## config.mk

```make
export PLATFORM = sky130hd
export DESIGN_NAME = media_alu
export DESIGN_NICKNAME = d
export VERILOG_FILES = /design/src/rtl/media_alu_pkg.sv /design/src/rtl/media_alu_decode.sv /design/src/rtl/media_alu_freeze.sv /design/src/rtl/media_alu_booth.sv /design/src/rtl/media_alu.sv
export SDC_FILE = /design/constraint.sdc
export NUM_CORES = 1
export LEC_CHECK = 0
export BUFFER_PORTS_ARGS = -buffer_cell sky130_fd_sc_hd__buf_2
export CORE_UTILIZATION = 55
export CTS_CLUSTER_SIZE = 20
export DETAILED_ROUTE_END_ITERATION = 8
export GPL_TIMING_DRIVEN = 0
export PLACE_DENSITY = 0.72
export RECOVER_POWER = 25
export SETUP_SLACK_MARGIN = 0.1
export SYNTH_ARGS = -nofsm -noshare
export SYNTH_HDL_FRONTEND = slang
export SYNTH_SLANG_ARGS = --single-unit
```

## constraint.sdc

```tcl
create_clock -name clk -period 8.9 [get_ports clk]
set_input_delay 0.89 -clock clk [delete_from_list [all_inputs] [get_ports clk]]
set_output_delay 0.89 -clock clk [all_outputs]
set_load 0.01 [all_outputs]
```

## src/rtl/media_alu_pkg.sv

```systemverilog
package media_alu_pkg;

  typedef enum logic [2:0] {
    OP_ADD  = 3'b000,
    OP_MUL  = 3'b001,
    OP_SUB  = 3'b010,
    OP_NOP3 = 3'b011,
    OP_SAD  = 3'b100,
    OP_NOP5 = 3'b101,
    OP_AVG  = 3'b110,
    OP_MAC  = 3'b111
  } op_e;

  // Radix-4 recoding of one overlapping 3-bit multiplier group: {neg, two, one}
  function automatic logic [2:0] booth_code(input logic [2:0] grp);
    case (grp)
      3'b001, 3'b010: booth_code = 3'b001;
      3'b011:         booth_code = 3'b010;
      3'b100:         booth_code = 3'b110;
      3'b101, 3'b110: booth_code = 3'b101;
      default:        booth_code = 3'b000;
    endcase
  endfunction

endpackage

```

## src/rtl/media_alu_decode.sv

```systemverilog
module media_alu_decode
  import media_alu_pkg::*;
(
  input  logic [2:0] op_i,
  input  logic       valid_i,
  output logic       use_add,
  output logic       add_neg,
  output logic       add_cin,
  output logic       use_mul,
  output logic       use_sad,
  output logic       step_sad,
  output logic       step_mac
);
  always_comb begin
    use_add  = 1'b0;
    add_neg  = 1'b0;
    add_cin  = 1'b0;
    use_mul  = 1'b0;
    use_sad  = 1'b0;
    step_sad = 1'b0;
    step_mac = 1'b0;
    if (valid_i) begin
      case (op_i)
        OP_ADD: use_add = 1'b1;
        OP_SUB: begin use_add = 1'b1; add_neg = 1'b1; add_cin = 1'b1; end
        OP_AVG: begin use_add = 1'b1; add_cin = 1'b1; end
        OP_MUL: use_mul = 1'b1;
        OP_MAC: begin use_mul = 1'b1; step_mac = 1'b1; end
        OP_SAD: begin use_sad = 1'b1; step_sad = 1'b1; end
        default: ;
      endcase
    end
  end
endmodule

```

## src/rtl/media_alu_freeze.sv

```systemverilog
module media_alu_freeze #(
  parameter int W = 8
) (
  input  logic         clk,
  input  logic         rst_n,
  input  logic         en,
  input  logic [W-1:0] a_i,
  input  logic [W-1:0] b_i,
  output logic [W-1:0] a_o,
  output logic [W-1:0] b_o
);
  logic [W-1:0] a_hold, b_hold;

  always_ff @(posedge clk or negedge rst_n) begin
    if (!rst_n) begin
      a_hold <= '0;
      b_hold <= '0;
    end else if (en) begin
      a_hold <= a_i;
      b_hold <= b_i;
    end
  end

  assign a_o = en ? a_i : a_hold;
  assign b_o = en ? b_i : b_hold;
endmodule

```

## src/rtl/media_alu_booth.sv

```systemverilog
module media_alu_booth
  import media_alu_pkg::*;
#(
  parameter int W = 8
) (
  input  logic [W-1:0]   x_i,
  input  logic [W-1:0]   y_i,
  output logic [2*W-1:0] prod_o
);
  localparam int NDIG = (W + 2) / 2;
  localparam int YW   = 2 * NDIG;
  localparam int PW   = 2 * W;

  logic [YW:0]   y_ext;
  logic [PW-1:0] x_ext;
  logic [PW-1:0] pp [NDIG];

  assign y_ext = {{(YW-W){1'b0}}, y_i, 1'b0};
  assign x_ext = {{(PW-W){1'b0}}, x_i};

  // partial-product generation: one recoded digit per pair of multiplier bits
  for (genvar i = 0; i < NDIG; i++) begin : g_pp
    logic [2:0]    code;
    logic [PW-1:0] mag;
    assign code  = booth_code(y_ext[2*i+2 -: 3]);
    assign mag   = code[1] ? (x_ext << 1) : (code[0] ? x_ext : '0);
    assign pp[i] = (code[2] ? (~mag + 1'b1) : mag) << (2 * i);
  end

  // reduction: modulo-2^PW sum of the shifted partial products
  always_comb begin
    prod_o = '0;
    for (int k = 0; k < NDIG; k++) prod_o = prod_o + pp[k];
  end
endmodule

```

## src/rtl/media_alu.sv

```systemverilog
module media_alu
  import media_alu_pkg::*;
#(
  parameter int W     = 8,
  parameter int SAD_W = 16,
  parameter int MAC_W = 24
) (
  input  logic             clk,
  input  logic             rst_n,
  input  logic [W-1:0]     a_i,
  input  logic [W-1:0]     b_i,
  input  logic [2:0]       op_i,
  input  logic             valid_i,
  input  logic             clear_i,
  output logic [MAC_W-1:0] result_o,
  output logic             valid_o
);
  localparam int RES_W = MAC_W;
  localparam int AW    = W + 2;

  function automatic logic [W-1:0] abs_diff(input logic [W-1:0] p, input logic [W-1:0] q);
    return (p >= q) ? (p - q) : (q - p);
  endfunction

  function automatic logic [AW-1:0] add_core(input logic [W-1:0] p, input logic [W-1:0] q,
                                             input logic neg, input logic cin);
    logic [AW-1:0] qx;
    qx = {2'b00, q} ^ {AW{neg}};
    return {2'b00, p} + qx + {{(AW-1){1'b0}}, cin};
  endfunction

  logic use_add, add_neg, add_cin, use_mul, use_sad, step_sad, step_mac;
  logic [W-1:0] add_a, add_b, mul_a, mul_b, sad_a, sad_b;
  logic [AW-1:0]    sum_ext;
  logic [2*W-1:0]   prod;
  logic [SAD_W-1:0] sad_acc, sad_next;
  logic [MAC_W-1:0] mac_acc, mac_next;
  logic [RES_W-1:0] result_c, result_q;
  logic             valid_q;

  media_alu_decode u_dec (
    .op_i(op_i), .valid_i(valid_i), .use_add(use_add), .add_neg(add_neg),
    .add_cin(add_cin), .use_mul(use_mul), .use_sad(use_sad),
    .step_sad(step_sad), .step_mac(step_mac)
  );

  media_alu_freeze #(.W(W)) u_frz_add (
    .clk(clk), .rst_n(rst_n), .en(use_add), .a_i(a_i), .b_i(b_i), .a_o(add_a), .b_o(add_b)
  );
  media_alu_freeze #(.W(W)) u_frz_mul (
    .clk(clk), .rst_n(rst_n), .en(use_mul), .a_i(a_i), .b_i(b_i), .a_o(mul_a), .b_o(mul_b)
  );
  media_alu_freeze #(.W(W)) u_frz_sad (
    .clk(clk), .rst_n(rst_n), .en(use_sad), .a_i(a_i), .b_i(b_i), .a_o(sad_a), .b_o(sad_b)
  );

  media_alu_booth #(.W(W)) u_mul (.x_i(mul_a), .y_i(mul_b), .prod_o(prod));

  assign sum_ext  = add_core(add_a, add_b, add_neg, add_cin);
  assign sad_next = (clear_i ? '0 : sad_acc) + {{(SAD_W-W){1'b0}}, abs_diff(sad_a, sad_b)};
  assign mac_next = (clear_i ? '0 : mac_acc) + {{(MAC_W-2*W){1'b0}}, prod};

  // accumulation stage
  always_ff @(posedge clk or negedge rst_n) begin
    if (!rst_n) begin
      sad_acc <= '0;
      mac_acc <= '0;
    end else begin
      if (step_sad)     sad_acc <= sad_next;
      else if (clear_i) sad_acc <= '0;
      if (step_mac)     mac_acc <= mac_next;
      else if (clear_i) mac_acc <= '0;
    end
  end

  always_comb begin
    case (op_i)
      OP_ADD:  result_c = {{(RES_W-AW){1'b0}}, sum_ext};
      OP_SUB:  result_c = {{(RES_W-AW){sum_ext[AW-1]}}, sum_ext};
      OP_AVG:  result_c = {{(RES_W-W){1'b0}}, sum_ext[W:1]};
      OP_MUL:  result_c = {{(RES_W-2*W){1'b0}}, prod};
      OP_SAD:  result_c = {{(RES_W-SAD_W){1'b0}}, sad_next};
      OP_MAC:  result_c = mac_next;
      default: result_c = '0;
    endcase
  end

  always_ff @(posedge clk or negedge rst_n) begin
    if (!rst_n) begin
      result_q <= '0;
      valid_q  <= 1'b0;
    end else begin
      valid_q <= valid_i;
      if (valid_i) result_q <= result_c;
    end
  end

  assign result_o = result_q;
  assign valid_o  = valid_q;
endmodule

```

=== After elaboration in Yosys (flattened, before gate mapping) ===
Index checks and enable logic that the tools add are counted.

* Output and inout bits: 25
* Input port bits: 23
* Bits in registers: 113

* Muxes and demuxes: 44
* Magnitude comparators: 1
* Reductions and logical operators: 10
* $add $sub $neg: 15
* Eq/ne operators: 26
* Bitwise gates (word level): 6

{| class="wikitable"
|+ Operator list
! kind !! number
|-
| 24-bit case mux with 6 select lines || 1
|-
| 8-bit 2-to-1 mux || 14
|-
| 16-bit adder || 4
|-
| 16-bit 2-to-1 mux || 3
|-
| 24-bit 2-to-1 mux || 2
|-
| 3-bit equality test, second input constant || 12
|-
| 9-bit 2-to-1 mux || 4
|-
| 3-bit case mux with 4 select lines || 3
|-
| 24-bit by 16-bit adder with 24-bit output || 1
|-
| 3-bit by 2-bit equality test with 1-bit output, second input constant || 7
|-
| 16-bit by 1-bit adder with 16-bit output, second input constant || 1
|-
| 16-bit by 8-bit adder with 16-bit output || 1
|-
| 16-bit NOT || 1
|-
| 2-bit OR reduction || 8
|-
| 8-bit subtractor || 2
|-
| 14-bit by 1-bit adder with 14-bit output, second input constant || 1
|-
| 14-bit 2-to-1 mux || 1
|-
| 14-bit NOT || 1
|-
| 1-bit 2-to-1 mux || 13
|-
| 12-bit by 1-bit adder with 12-bit output, second input constant || 1
|-
| 3-bit by 1-bit equality test with 1-bit output, second input constant || 4
|-
| 12-bit 2-to-1 mux || 1
|-
| 12-bit NOT || 1
|-
| 10-bit by 1-bit adder with 10-bit output || 1
|-
| other kinds (13) || 14
|}

=== Depth between registers and ports, before layout ===
* Depth after elaboration: 19
* Depth in mapped cells: 37

=== Hierarchy ===
Synthesis repeated with hierarchy kept, for this count alone.

* Cell total of the unflattened synthesis: 1296
* Area total of the unflattened synthesis: 11402.2 um2

{| class="wikitable"
|+ By module, submodules not included
! module !! times used !! area an instance (um2) !! cells each !! seq. area each (um2)
|-
| media_alu || 1 || 5875.6 || 671 || 1626.6
|-
| media_alu_booth || 1 || 3507.1 || 513 || 0.0
|-
| media_alu_freeze || 3 || 649.4 || 34 || 400.4
|-
| media_alu_decode || 1 || 71.3 || 10 || 0.0
|}

=== Worst setup path after synthesis ===
Ideal clock, no wire load.

* Kind: input to register
* Start point: in op_i[2]
* End point: reg result_q[20], in the netlist result_o[20]
* Buffers on the path: 3
* Data required time: 8.774 ns
* Stages: 36
* Arrival: 8.124 ns
* Setup time: 0.126 ns
* Setup slack: 0.650 ns
* Cell sequence: xor2_2 nor2_4 buf_2 buf_4 mux2i_1 inv_2 a22oi_1 ha_1 inv_1 a221oi_1 nor2_1 xor2_1 a22oi_1 fa_1 inv_1 ha_1 ha_1 ha_1 fa_1 a21o_1 a21oi_1 nor2b_1 o21a_1 o41a_1 a31oi_1 o21ai_0 nor2b_1 ha_1 clkbuf_1 and4_1 nand2b_1 o21ai_0 nor3b_1 nor2_1 xnor2_1 a221o_1

* Elaborated cells on any way between the ends: 87
* Classes of those cells: add/sub: 12; eq/ne: 26; mux: 33; bitwise: 6; reduce/logical: 10

{| class="wikitable"
|+ RTL lines
! element !! line !! source
|-
| from (decl) || media_alu.sv:12 || <nowiki>input logic [2:0] op_i,</nowiki>
|-
| 3-bit by 1-bit equality test with 1-bit output or 3-bit equality test (tied branches) || media_alu_decode.sv:23 || <nowiki>case (op_i)</nowiki>
|-
| 2-bit OR reduction (no source line) (*) || - ||
|-
| 1-bit 2-to-1 mux (*) || media_alu_decode.sv:23 ||
|-
| 1-bit 2-to-1 mux (*) || media_alu_decode.sv:22 || <nowiki>if (valid_i) begin</nowiki>
|-
| 8-bit 2-to-1 mux (*) || - ||
|-
| via mul_a[1] || media_alu.sv:33 || <nowiki>logic [W-1:0] add_a, add_b, mul_a, mul_b, sad_a, sad_b;</nowiki>
|-
| 8-bit 2-to-1 mux || media_alu_booth.sv:26 || <nowiki>assign mag = code[1] ? (x_ext << 1) : (code[0] ? x_ext : '0);</nowiki>
|-
| 9-bit 2-to-1 mux || media_alu_booth.sv:26 ||
|-
| 16-bit NOT or 14-bit NOT (tied branches) || media_alu_booth.sv:27 || <nowiki>assign pp[i] = (code[2] ? (~mag + 1'b1) : mag) << (2 * i);</nowiki>
|-
| 16-bit by 1-bit adder with 16-bit output or 14-bit by 1-bit adder with 14-bit output (tied branches) || media_alu_booth.sv:27 ||
|-
| 16-bit 2-to-1 mux or 14-bit 2-to-1 mux (tied branches) || media_alu_booth.sv:27 ||
|-
| 16-bit adder (3 in a row) || media_alu_booth.sv:33 || <nowiki>for (int k = 0; k < NDIG; k++) prod_o = prod_o + pp[k];</nowiki>
|-
| 16-bit adder (*) || media_alu_booth.sv:33 ||
|-
| 24-bit by 16-bit adder with 24-bit output (*) || media_alu.sv:61 || <nowiki>assign mac_next = (clear_i ? '0 : mac_acc) + {{(MAC_W-2*W){1'b0}}, prod};</nowiki>
|-
| 24-bit case mux with 6 select lines (*) || media_alu.sv:77 || <nowiki>case (op_i)</nowiki>
|-
| to (signal assigned) || media_alu.sv:94 || <nowiki>if (valid_i) result_q <= result_c;</nowiki>
|-
| to (decl) || media_alu.sv:38 || <nowiki>logic [RES_W-1:0] result_c, result_q;</nowiki>
|}

Mark *: on every way through the listed nets, which the timed path passes. The rest lies on a longest branch.
A chain may end at the register's enable or synchronous reset.

=== Worst setup path in the final report ===
* Start point: in op_i[2]
* End point: reg result_q[22], in the netlist result_o[22]

The elaborated chain is that of the path after synthesis.

==> run summary <==
Outcome = finished, violations left
Failing checks = capacitance limit, slew limit
Worst Hold Class = register to register
Layout cells sized above 1 = 0.1175
Reg2reg start = u_frz_mul.b_hold[5]
Crit share post-route = 0.9561
Clock buffer depth = 2
Initial antenna violation count = 1
Die Span Y = 142.1 um
1st-pass router iterations = 6
Post-synth EDFFs = 0
CTS Buf Count = 17
Clock-pin slew on the worst setup and hold paths = 0.06 ns
H-tree levels = 4
Sink Count = 113
Largest net degree at the start of global routing = 64
Die ar. = 20,200 sq um
Clk_lat worst skew = 0.43 ns
DR vias = 9,878
CP endpoint kind = register
Worst setup margin = 0.3908 ns
ANT nets after route = 0
Dpl hpwl = 24.91 mm
Vias per inst = 6.151
Relative slew slack = -1.396
Synth Instances = 1,268
TritonCTS clock tree = yes
RSZ-0062 raised after global routing = no
NumNets Final = 1,459
Cells after DPL = 1,569
Startpoint types = input pin
CP arrival = 8.78 ns
Max stage delay on crit path = 0.52 ns
Area delta synth->final = 11.27%
RR Endpoint = result_o[22]
Post-route non-filler standard cell count = 1,606
Synthesized flop and latch total = 113
WS Path Type = input pin to register
Yosys Warn Count = 0
Flop-to-flop setup slack = 0.99 ns
# Max-Cap Violations = 2
Hold Vio Cnt, Final = 0
Leading register cell type out of synthesis = dfrtp_1
DP Worst Slack = -1.273 ns
Mapped cell area = 10,800 sq um
Worst-Margin Slew = 3.594 ns
Cell repeated most along the worst path = xnor2_1
Site row count = 50
Die width = 142.1 um
Remaining Overflow, GRT = 0
Area contributors post-synth = dfrtp_1, ha_1, fa_1, xnor2_1, nand2_1
Slew Viols, Final = 116
GPL Wtd Cong = 0.9787
Total core area = 18,960 sq um
Fin crit period = 8.509 ns
CP max-delay cell = fa_1
First-pass GRT wire length = 51.37 mm
WP data required = 9.17 ns
Synth cell types = 82
Commonest cells in the netlist = nand2_1, dfrtp_1, inv_1
DR WL/cell = 20.29 um
Final WL = 32.59 mm
Starting Density = 0.5697
Min-Delay Endpoint = u_frz_sad.a_hold[7]
Clock skew = 0.01022 ns
Synth Area per Inst = 8.517 sq um
Number of hold buffers added after CTS = 0
Vias in the first global route = 9,419
Fmax = 0.1175 GHz
Worst Path Max Fanout = 10
Post-synth top area cell = dfrtp_1
Gr usage total = 0.3358
# port buffers = 39
Most common cell in the netlist = nand2_1
Sequential fraction of the synthesis area = 0.2618
Hold path depth = 2
Syn_nets = 1,395
DR iter-0 viols = 1,152
I/O Pins = 48
FFs w/ async S/R, synth = 1.000
Root Buffer = clkbuf_16
Top cell type's share of synthesized area = 0.2618
Placed Area = 11,370 sq um
Final Setup Violations = 0
Design Area, Final = 12,020 sq um
Post-route DRC = 0
FF-to-FF path depth = 30
Hold path startpoint = u_frz_sad.a_hold[7]
-- cell usage in the layout, fill, tap and decap left out, types with 13 or more instances in the layout --
master       n
buf_2       45
xnor2_1     73
xor2_1      35
mux2_2      26
nand2_1    127
a211oi_1    16
nand2b_1    13
a21oi_1     76
nor2b_1     41
mux2i_1     35
inv_1      109
a22oi_1     20
dfrtp_1    113
clkbuf_16   17
nand3_1     26
o21ai_0     79
fa_1        34
ha_1        69
nor2_1      80
clkbuf_1    39
nor3_1      21
-- cell families after synthesis --
group                    after synthesis  share of synthesized area
AND/OR/NAND/NOR                      370                     0.1643
flip-flops                           113                     0.2618
buffers and inverters                172                    0.06314
XOR/XNOR                             112                    0.09501
AO/OA/AOI/OAI                        332                     0.2068
multiplexers                          65                    0.06477
adder cells (fa/ha/maj)              104                     0.1441
-- layout make-up --
class	count	area, sq um
Antenna cell	1	2.502
Inverter	117	452.9
Buffer	53	236.5
Clock buffer	19	432.9
Sequential cell	113	2828
Clock inverter	13	161.4
Timing Repair Buffer	47	247.7
Multi-Input combinational cell	983	7330
Fill cell	1641	6939
Tap cell	260	325.3
-- repair_timing --
action                     in CTS  in global routing
resized for setup               4                  7
pin swaps                       2                  0
setup endpoints to repair       9                  9
hold endpoints to repair        0                  0
buffers inserted                4                  1
-- registers in the layout, summed over array words and instances, names as in the netlist --
name and count:
u_frz_mul.b_hold 8, u_frz_mul.a_hold 8, u_frz_add.b_hold 8, result_o 24
sad_acc 16, mac_acc 24, valid_o 1, u_frz_sad.b_hold 8
u_frz_add.a_hold 8, u_frz_sad.a_hold 8
-- critical path: cells and delay by family --
family / cells / cell delay [ns]
compound gates: 7 / 1.06
xor+xnor: 7 / 1.36
fa+ha+maj: 5 / 2.17
buf+inv: 6 / 1.26
mux: 1 / 0.32
simple gates: 9 / 1.69
-- how the worst max path moves through the flow --
stage,startpoint,end,slack (ns),cells past startpoint
finish,op_i[2],result_o[22],0.39,35
floorplan,op_i[2],result_o[20],0.65,36
CTS,op_i[2],mac_acc[18],0.19,38
global route,op_i[2],result_o[18],0.14,36
global placement,op_i[2],result_o[20],-1.16,37
detailed placement,op_i[2],result_o[20],-1.27,37
-- stage by stage --
step                hold WS (ns)    util  setup TNS (ns)
floorplan                 0.4464       -               0
global placement          0.4679  0.5972          -9.257
detailed placement        0.4720  0.5997          -10.83
CTS                       0.4258  0.6334               0
global route              0.5031  0.6338               0
finish                    0.4885  0.6339               0
-- per-layer routing --
| metal | GRT usage | routed length, um |
|---|---|---|
| met1 | 0.4597 | 14120 |
| met2 | 0.5292 | 14680 |
| met3 | 0.07066 | 2942 |
| met4 | 0.1092 | 852 |
| met5 | 0 | 0 |
Power is left out: the tool's default activity adds up to more than one toggle a clock period on the data nets, which glitch-free logic cannot reach.
